[config.mk]
export PLATFORM = sky130hd
export DESIGN_NAME = thread_select_unit
export DESIGN_NICKNAME = d
export VERILOG_FILES = /design/src/rtl/tsu_pkg.sv /design/src/rtl/tsu_ready.sv /design/src/rtl/tsu_lru_order.sv /design/src/rtl/thread_select_unit.sv
export SDC_FILE = /design/constraint.sdc
export NUM_CORES = 1
export LEC_CHECK = 0
export BUFFER_PORTS_ARGS = -buffer_cell sky130_fd_sc_hd__buf_2
export CAP_MARGIN = 10
export CORE_ASPECT_RATIO = 0.7
export CORE_MARGIN = 4
export CORE_UTILIZATION = 34
export DETAILED_ROUTE_END_ITERATION = 7
export PLACE_DENSITY = 0.67
export SYNTH_ARGS = -nofsm -noshare
export SYNTH_HDL_FRONTEND = slang
export SYNTH_SLANG_ARGS = --single-unit
export TNS_END_PERCENT = 5
[constraint.sdc]
create_clock -name clk -period 4.4 [get_ports clk]
set_input_delay 0.22 -clock clk [delete_from_list [all_inputs] [get_ports clk]]
set_output_delay 0.22 -clock clk [all_outputs]
set_load 0.02 [all_outputs]
[src/rtl/tsu_pkg.sv]
package tsu_pkg;

   // Per-thread blocking status, collected for one thread
   typedef struct packed {
      logic avail;
      logic miss;
      logic trap;
      logic longop;
      logic conflict;
      logic ld_miss;
   } thr_stat_t;

   function automatic logic stat_ready(thr_stat_t s);
      return s.avail & ~(s.miss | s.trap | s.longop | s.conflict | s.ld_miss);
   endfunction

endpackage

[src/rtl/tsu_ready.sv]
module tsu_ready #(
   parameter int NUM_THREADS = 4
) (
   input  logic [NUM_THREADS-1:0] avail_i,
   input  logic [NUM_THREADS-1:0] miss_i,
   input  logic [NUM_THREADS-1:0] trap_i,
   input  logic [NUM_THREADS-1:0] longop_i,
   input  logic [NUM_THREADS-1:0] conflict_i,
   input  logic [NUM_THREADS-1:0] ld_miss_i,
   output logic [NUM_THREADS-1:0] ready_o
);
   import tsu_pkg::*;

   for (genvar t = 0; t < NUM_THREADS; t++) begin : g_thr
      thr_stat_t st;
      always_comb begin
         st.avail    = avail_i[t];
         st.miss     = miss_i[t];
         st.trap     = trap_i[t];
         st.longop   = longop_i[t];
         st.conflict = conflict_i[t];
         st.ld_miss  = ld_miss_i[t];
         ready_o[t]  = stat_ready(st);
      end
   end

endmodule

[src/rtl/tsu_lru_order.sv]
module tsu_lru_order #(
   parameter int NUM_THREADS = 4,
   localparam int IW = (NUM_THREADS > 1) ? $clog2(NUM_THREADS) : 1
) (
   input  logic                   clk,
   input  logic                   rst_n,
   input  logic [NUM_THREADS-1:0] ready_i,
   output logic                   found_o,
   output logic [IW-1:0]          pick_id_o
);
   // Position 0 holds the least recently granted thread
   logic [NUM_THREADS-1:0][IW-1:0] order_q, order_d;
   logic [IW-1:0]                  pick_pos;

   always_comb begin
      found_o   = 1'b0;
      pick_pos  = '0;
      pick_id_o = '0;
      for (int i = 0; i < NUM_THREADS; i++) begin
         if (!found_o && ready_i[order_q[i]]) begin
            found_o   = 1'b1;
            pick_pos  = IW'(i);
            pick_id_o = order_q[i];
         end
      end
   end

   // Remove the picked entry, close the gap, append it as most recent
   for (genvar g = 0; g < NUM_THREADS - 1; g++) begin : g_shift
      assign order_d[g] = (found_o && (IW'(g) >= pick_pos)) ? order_q[g+1] : order_q[g];
   end
   assign order_d[NUM_THREADS-1] = found_o ? pick_id_o : order_q[NUM_THREADS-1];

   always_ff @(posedge clk or negedge rst_n) begin
      if (!rst_n) begin
         for (int i = 0; i < NUM_THREADS; i++) order_q[i] <= IW'(i);
      end else begin
         order_q <= order_d;
      end
   end

   p_idle_keeps_order_r6: assert property (@(posedge clk) disable iff (!rst_n)
      !found_o |=> $stable(order_q));

   p_grant_to_tail_r5: assert property (@(posedge clk) disable iff (!rst_n)
      found_o |=> order_q[NUM_THREADS-1] == $past(pick_id_o));

endmodule

[src/rtl/thread_select_unit.sv]
module thread_select_unit #(
   parameter int NUM_THREADS = 4,
   localparam int IW = (NUM_THREADS > 1) ? $clog2(NUM_THREADS) : 1
) (
   input  logic                   clk,
   input  logic                   rst_n,
   input  logic [NUM_THREADS-1:0] inst_avail_i,
   input  logic [NUM_THREADS-1:0] miss_pend_i,
   input  logic [NUM_THREADS-1:0] trap_pend_i,
   input  logic [NUM_THREADS-1:0] long_busy_i,
   input  logic [NUM_THREADS-1:0] rsrc_conflict_i,
   input  logic [NUM_THREADS-1:0] load_miss_i,
   output logic [NUM_THREADS-1:0] grant_o,
   output logic                   grant_valid_o,
   output logic [NUM_THREADS-1:0] squash_o
);

   if (NUM_THREADS < 2) begin : g_bad_cfg
      $error("thread_select_unit needs at least two threads");
   end

   logic [NUM_THREADS-1:0] ready;
   logic                   found;
   logic [IW-1:0]          pick_id;

   tsu_ready #(.NUM_THREADS(NUM_THREADS)) u_ready (
      .avail_i    (inst_avail_i),
      .miss_i     (miss_pend_i),
      .trap_i     (trap_pend_i),
      .longop_i   (long_busy_i),
      .conflict_i (rsrc_conflict_i),
      .ld_miss_i  (load_miss_i),
      .ready_o    (ready)
   );

   tsu_lru_order #(.NUM_THREADS(NUM_THREADS)) u_lru (
      .clk       (clk),
      .rst_n     (rst_n),
      .ready_i   (ready),
      .found_o   (found),
      .pick_id_o (pick_id)
   );

   always_ff @(posedge clk or negedge rst_n) begin
      if (!rst_n) begin
         grant_o       <= '0;
         grant_valid_o <= 1'b0;
         squash_o      <= '0;
      end else begin
         grant_o       <= found ? (NUM_THREADS'(1) << pick_id) : '0;
         grant_valid_o <= found;
         squash_o      <= load_miss_i;
      end
   end

   p_onehot_grant_r2: assert property (@(posedge clk) disable iff (!rst_n)
      $onehot0(grant_o));

   p_valid_matches_r2: assert property (@(posedge clk) disable iff (!rst_n)
      grant_valid_o == ($countones(grant_o) == 1));

   p_blocked_not_granted_r3: assert property (@(posedge clk) disable iff (!rst_n)
      grant_valid_o |-> (grant_o & $past(~inst_avail_i | miss_pend_i | trap_pend_i |
                                         long_busy_i | rsrc_conflict_i)) == '0);

   p_squash_not_granted_r10: assert property (@(posedge clk) disable iff (!rst_n)
      (squash_o != '0) |-> (squash_o & grant_o) == '0);

endmodule

Yosys cells after proc, flatten, opt, wreduce, memory -nomap -nowiden
Index checks and enable logic that the tools add are counted.
- bits in registers: 17
- input port bits: 26
- output and inout bits: 9
- logic and storage cells: 68
- $lt $le $gt $ge: 7
- shift-type cells: 1
- multiplexer cells: 20
- bitwise gates (word level): 24
- reductions and logical operators: 9
- operators with widths (kind ; count):
    bitwise OR 1 bit ; 16
    < comparator 2 x 3 -> 1 bit (second input constant) ; 4
    2-to-1 mux 2 bit ; 6
    2-to-1 mux 1 bit ; 9
    binary-select mux 1 bit (select 2 bit) ; 4
    logical AND 1 bit ; 6
    bitwise AND 1 bit ; 4
    >= comparator 1 x 2 -> 1 bit (first input constant) ; 2
    2-to-1 mux 4 bit ; 1
    inverter 1 bit ; 4
    << shifter 1 x 2 -> 4 bit (first input constant) ; 1
    logical NOT 1 bit ; 3
    >= comparator 2 bit (first input constant) ; 1

Logic depth before layout (Yosys ltp)
- depth in word-level cells: 20
- mapped depth: 7
- mapped depth without buffers: 7

Modules after synthesis
Synthesis repeated with hierarchy kept, for this count alone.
- cells, all modules: 66
- area total of the unflattened synthesis: 930.9 µm²
- by module, submodules not included (module ; instances ; cells an instance ; area an instance (µm²)):
    tsu_lru_order ; 1 ; 45 ; 588.1
    thread_select_unit ; 1 ; 13 ; 262.8
    tsu_ready ; 1 ; 8 ; 80.1

Worst setup path after synthesis
No wires, ideal clock.
- kind: input to register
- start point: input port trap_pend_i[2]
- end point: register grant_o[3]
- library setup time: 0.121 ns
- arrival: 2.218 ns
- setup slack: 2.061 ns
- stages: 7
- path buffers: 0
- path through: or4_1 or3b_4 mux4_2 and3_4 o22a_1 a22oi_1 nor2_1
- cells in the longest elaborated chain, start to end: 20
- elaborated cells on any way between the ends: 30
- ends and longest elaborated chain (item ; RTL line ; RTL):
    from (decl) ; thread_select_unit.sv:9 ; input logic [NUM_THREADS-1:0] trap_pend_i,
    bitwise OR 1 bit (*) (4 in series) ; tsu_pkg.sv:14 ; return s.avail & ~(s.miss | s.trap | s.longop | s.conflict | s.ld_miss);
    inverter 1 bit (*) ; tsu_pkg.sv:14 ;
    bitwise AND 1 bit (*) ; tsu_pkg.sv:14 ;
    binary-select mux 1 bit (select 2 bit) ; tsu_lru_order.sv:20 ; if (!found_o && ready_i[order_q[i]]) begin
    2-to-1 mux 1 bit (implied by the code) ; tsu_lru_order.sv:20 ;
    2-to-1 mux 1 bit ; tsu_lru_order.sv:20 ;
    logical NOT 1 bit ; tsu_lru_order.sv:20 ;
    logical AND 1 bit ; tsu_lru_order.sv:20 ;
    2-to-1 mux 1 bit ; tsu_lru_order.sv:20 ;
    logical NOT 1 bit ; tsu_lru_order.sv:20 ;
    logical AND 1 bit ; tsu_lru_order.sv:20 ;
    2-to-1 mux 1 bit ; tsu_lru_order.sv:20 ;
    logical NOT 1 bit ; tsu_lru_order.sv:20 ;
    logical AND 1 bit ; tsu_lru_order.sv:20 ;
    2-to-1 mux 2 bit ; tsu_lru_order.sv:20 ;
    << shifter 1 x 2 -> 4 bit ; thread_select_unit.sv:50 ; grant_o <= found ? (NUM_THREADS'(1) << pick_id) : '0;
    2-to-1 mux 4 bit (*) ; thread_select_unit.sv:50 ;
    to (signal assigned) ; thread_select_unit.sv:50 ;
    to (decl) ; thread_select_unit.sv:13 ; output logic [NUM_THREADS-1:0] grant_o,
Mark *: on every way between the ends. The rest lies on a longest branch, timed or not. The select of a mux whose other input is x is not followed.
A chain may end at the register's enable or synchronous reset.

Final worst setup path
- start point: input port load_miss_i[1]
- end point: register grant_o[3]
- cells in the longest elaborated chain, start to end: 17
- elaborated cells on any way between the ends: 27
- ends and longest elaborated chain (item ; RTL line ; RTL):
    from (decl) ; thread_select_unit.sv:12 ; input logic [NUM_THREADS-1:0] load_miss_i,
    bitwise OR 1 bit (*) ; tsu_pkg.sv:14 ;
    inverter 1 bit (*) ; tsu_pkg.sv:14 ;
    bitwise AND 1 bit (*) ; tsu_pkg.sv:14 ;
    binary-select mux 1 bit (select 2 bit) ; tsu_lru_order.sv:20 ;
    2-to-1 mux 1 bit (implied by the code) ; tsu_lru_order.sv:20 ;
    2-to-1 mux 1 bit ; tsu_lru_order.sv:20 ;
    logical NOT 1 bit ; tsu_lru_order.sv:20 ;
    logical AND 1 bit ; tsu_lru_order.sv:20 ;
    2-to-1 mux 1 bit ; tsu_lru_order.sv:20 ;
    logical NOT 1 bit ; tsu_lru_order.sv:20 ;
    logical AND 1 bit ; tsu_lru_order.sv:20 ;
    2-to-1 mux 1 bit ; tsu_lru_order.sv:20 ;
    logical NOT 1 bit ; tsu_lru_order.sv:20 ;
    logical AND 1 bit ; tsu_lru_order.sv:20 ;
    2-to-1 mux 2 bit ; tsu_lru_order.sv:20 ;
    << shifter 1 x 2 -> 4 bit ; thread_select_unit.sv:50 ;
    2-to-1 mux 4 bit (*) ; thread_select_unit.sv:50 ;
Marks and branches as above.

==> flow_summary.ini <==
[floorplan]
io_pins = 35
dieArea_mm2 = 0.00383
placementRows = 16
die_height_um = 53.0
initial_utilization = 0.354
core_area_mm2 = 0.00278
dieWidth_um = 72.3

[clocking]
cts_root_buf = clkbuf_8
cts_num_sinks = 17
cts_tree = yes
ctsResizeCount = 0
cts-buffers-inserted = 3
clk_pin_slew_ns = 0.06
clock_latency_ns = 0.25
post-cts-setup-buffer-count = 0
clockBufferDepth = 2
cts.htree.levels = 1

[grt]
grt_first_pass_wirelength_mm = 3.83
grt_overflow = 0
antenna_found_initial = 0
grt_max_degree = 18
grt_usage = 0.134
grt_pass1_vias = 818

[timing]
min_period_over_period = 0.527
finalSetupViolCount = 0
min_period_ns = 2.32
worst_pin_slew_ns = 0.443
timing.fmax_mhz = 431
drv_slew = 0
maxSlewHeadroom = 0.704
finalHoldViolations = 0
skew_ns = 0.00359
rsz0062_at_grt = no
fin_setup_tns_ns = 0

[detailed_routing]
wire_per_inst_um = 14.8
vias = 829
first_iter_violations = 105
drc = 0
first_pass_iters = 4
wl_mm = 2.33
via_per_inst = 5.28
ant_nets = 0

[setup_path]
start_kind = primary input
critPathArrivalTime_ns = 2.46
rr_endpoint = grant_o[2]$_DFF_PN0_
regToRegStartpoint = u_lru.order_q[0]$_DFFE_PN0P_
crit_type = in2reg
r2r_slack_ns = 2.40
worstSetupEndpointType = flip-flop
required_ns = 4.54
path_max_fanout = 5
worst-r2r-cell-count = 5

[placed_design]
place.gp.congestion = 0.929
port_buffers = 34
hpwlAfterDp_mm = 1.79

[worst_hold_path]
holdCritPathClass = in2reg
whs_endpoint = squash_o[0]$_DFF_PN0_
worstHoldPathCells = 1
hp-start = load_miss_i[0]

[power]
intPower_uw = 316
cellPowerDensity_mw_per_mm2 = 372
power.switching_uw = 141
p_comb_frac = 0.214
netSwitchingFraction = 0.309
power_leakage_nw = 0.587
finalPower_uw = 457
seqPwrFrac = 0.536
vdd_drop_max_uv = 141
p_clk_frac = 0.250

[synthesis]
synthCells = 85
yosysWarnings = 0
syn_nets = 111
synth-seq-cells = 17
yosysSeqAreaShare = 0.437
synthDistinctLibCells = 38
syn_avg_cell_area_um2 = 11.6
syn_area_um2 = 985

[finish]
syn_to_final_growth_pct = 24.7
fin_nets = 148
area.sequential_um2 = 430
fillers = 271
multi_input_area_um2 = 514
antenna_cells = 0
drive_above_1_share = 0.471

[outcome]
status = finished clean

[run]
cap_violations = 0
## state kept, by name (all words and copies together), names as in the netlist
register	cells
grant_o	4
grant_valid_o	1
u_lru.order_q	8
squash_o	4
## placed cells by master (no fill, tap or decap)
cell type      count
or3b_4             2
o22ai_1            2
a2bb2oi_1          1
nor3_1             3
a2111oi_0          1
o21ai_0            4
nor2_1             3
a31o_1             1
inv_1              3
and3_1             1
buf_2             34
nor2_2             1
and3_4             1
mux2i_1            2
dfstp_2            4
nand2_1            8
or3_1              2
or4_4              1
nor3b_2            1
a21oi_1            4
nand3_1            1
a22o_2             1
mux4_2             4
clkinv_2           1
nor4_1             2
dfrtp_1           13
nor3b_1            1
o22a_1             1
mux4_1             1
dlygate4sd3_1      1
o31a_2             1
a21o_1             3
clkbuf_8           3
a22oi_1            1
or4b_1             2
mux2_2             3
a211oi_1           1
or4_1              1
o211ai_1           1
## layer usage
metal	part of all wire	routed length, µm	GRT usage	vias to the layer above
li1	-	-	-	405
met1	0.43	1010	0.174	372
met2	0.45	1060	0.211	48
met3	0.10	234	0.0417	4
met4	0.013	31	0.0469	0
met5	0	0	0	-
## power groups by stage
stage | Combinational [mW] | Clock (mW) | Sequential, mW
floorplan | 0.0824 | 0 | 0.228
detailed placement | 0.0972 | 0 | 0.246
global placement | 0.0978 | 0 | 0.247
CTS | 0.0987 | 0.122 | 0.243
global route | 0.109 | 0.131 | 0.250
finish | 0.0976 | 0.114 | 0.245
## repair_timing
action                                 in CTS  in global routing
endpoints found under the hold margin      13                  0
hold buffers                                1                  0
setup endpoints to repair                   0                  0
## through the flow
| stage | instances | instance area [µm²] | setup WS, ns | utilization | hold slack [ns] |
|---|---|---|---|---|---|
| after detailed placement | 152 | 1170 | 1.85 | 0.421 | 0.174 |
| after floorplan | 85 | 985 | 2.06 | - | -0.0756 |
| final | 157 | 1230 | 2.08 | 0.441 | 0.0813 |
| after global placement | 152 | 1170 | 1.86 | 0.421 | 0.160 |
| after global routing | 157 | 1230 | 1.99 | 0.441 | 0.0725 |
| after CTS | 157 | 1230 | 2.11 | 0.441 | 0.0721 |
## how the worst max path moves through the flow
stage / startpoint / end / slack [ns] / cells after the start
6_report: load_miss_i[1] / grant_o[3]$_DFF_PN0_ / 2.08 / 8
5_1_grt: trap_pend_i[2] / grant_o[3]$_DFF_PN0_ / 1.99 / 8
4_1_cts: load_miss_i[1] / grant_o[3]$_DFF_PN0_ / 2.11 / 8
3_5_place_dp: load_miss_i[1] / grant_o[3]$_DFF_PN0_ / 1.85 / 8
3_3_place_gp: load_miss_i[1] / grant_o[3]$_DFF_PN0_ / 1.86 / 8
2_1_floorplan: trap_pend_i[2] / grant_o[3]$_DFF_PN0_ / 2.06 / 7
## cells by family (layout without fill, tap and decap cells)
kind of cell | count (synthesis) | after routing | share of synthesized area
buffers and inverters | 6 | 42 | 0.0407
and+or+nand+nor | 30 | 30 | 0.194
DFF | 17 | 17 | 0.437
AOI/OAI and AO/OA | 22 | 22 | 0.155
muxes | 10 | 10 | 0.173
## cell usage after synthesis
| cell | count | area [µm²] |
|---|---|---|
| and3_1 | 1 | 6.26 |
| a2111oi_0 | 1 | 8.76 |
| mux2i_1 | 2 | 20.0 |
| o22ai_1 | 2 | 12.5 |
| a21oi_1 | 4 | 20.0 |
| a31o_1 | 1 | 8.76 |
| nor2_1 | 3 | 11.3 |
| mux2_2 | 3 | 33.8 |
| or4b_1 | 2 | 20.0 |
| mux4_1 | 1 | 26.3 |
| clkbuf_1 | 1 | 3.75 |
| a22oi_1 | 1 | 7.51 |
| nor3b_2 | 1 | 12.5 |
| or4_4 | 1 | 11.3 |
| o211ai_1 | 1 | 7.51 |
| mux4_2 | 4 | 90.1 |
| nor4_1 | 2 | 12.5 |
| nor2_2 | 1 | 6.26 |
| dfstp_2 | 4 | 105 |
| o22a_1 | 1 | 8.76 |
| o31a_2 | 1 | 10.0 |
| and3_4 | 1 | 11.3 |
| nand3_1 | 1 | 5.00 |
| or3b_4 | 2 | 22.5 |
| or3_1 | 2 | 12.5 |
| clkbuf_8 | 1 | 13.8 |
| a21o_1 | 3 | 22.5 |
| or4_1 | 1 | 7.51 |
| dfrtp_1 | 13 | 325 |
| o21ai_0 | 4 | 20.0 |
| clkdlybuf4s50_2 | 1 | 11.3 |
| a22o_2 | 1 | 10.0 |
| nor3b_1 | 1 | 7.51 |
| inv_1 | 3 | 11.3 |
| a2bb2oi_1 | 1 | 8.76 |
| a211oi_1 | 1 | 7.51 |
| nor3_1 | 3 | 15.0 |
| nand2_1 | 8 | 30.0 |
## critical path, cell delays in order
cell,delay (ns)
buf_2,0.10
or4b_1,0.54
or3_1,0.43
mux4_2,0.52
and3_4,0.20
o22a_1,0.21
a22oi_1,0.17
nor2_1,0.06
## area by class of cell
cell class / instances / area share
multi-input combinational: 62 / 0.419
sequential: 17 / 0.351
timing repair buffer: 35 / 0.147
tap: 36 / 0.0367
clock buffer: 3 / 0.0336
inverter: 3 / 0.00917
clock inverter: 1 / 0.00408
No activity file was read; power rests on OpenSTA's default activity.
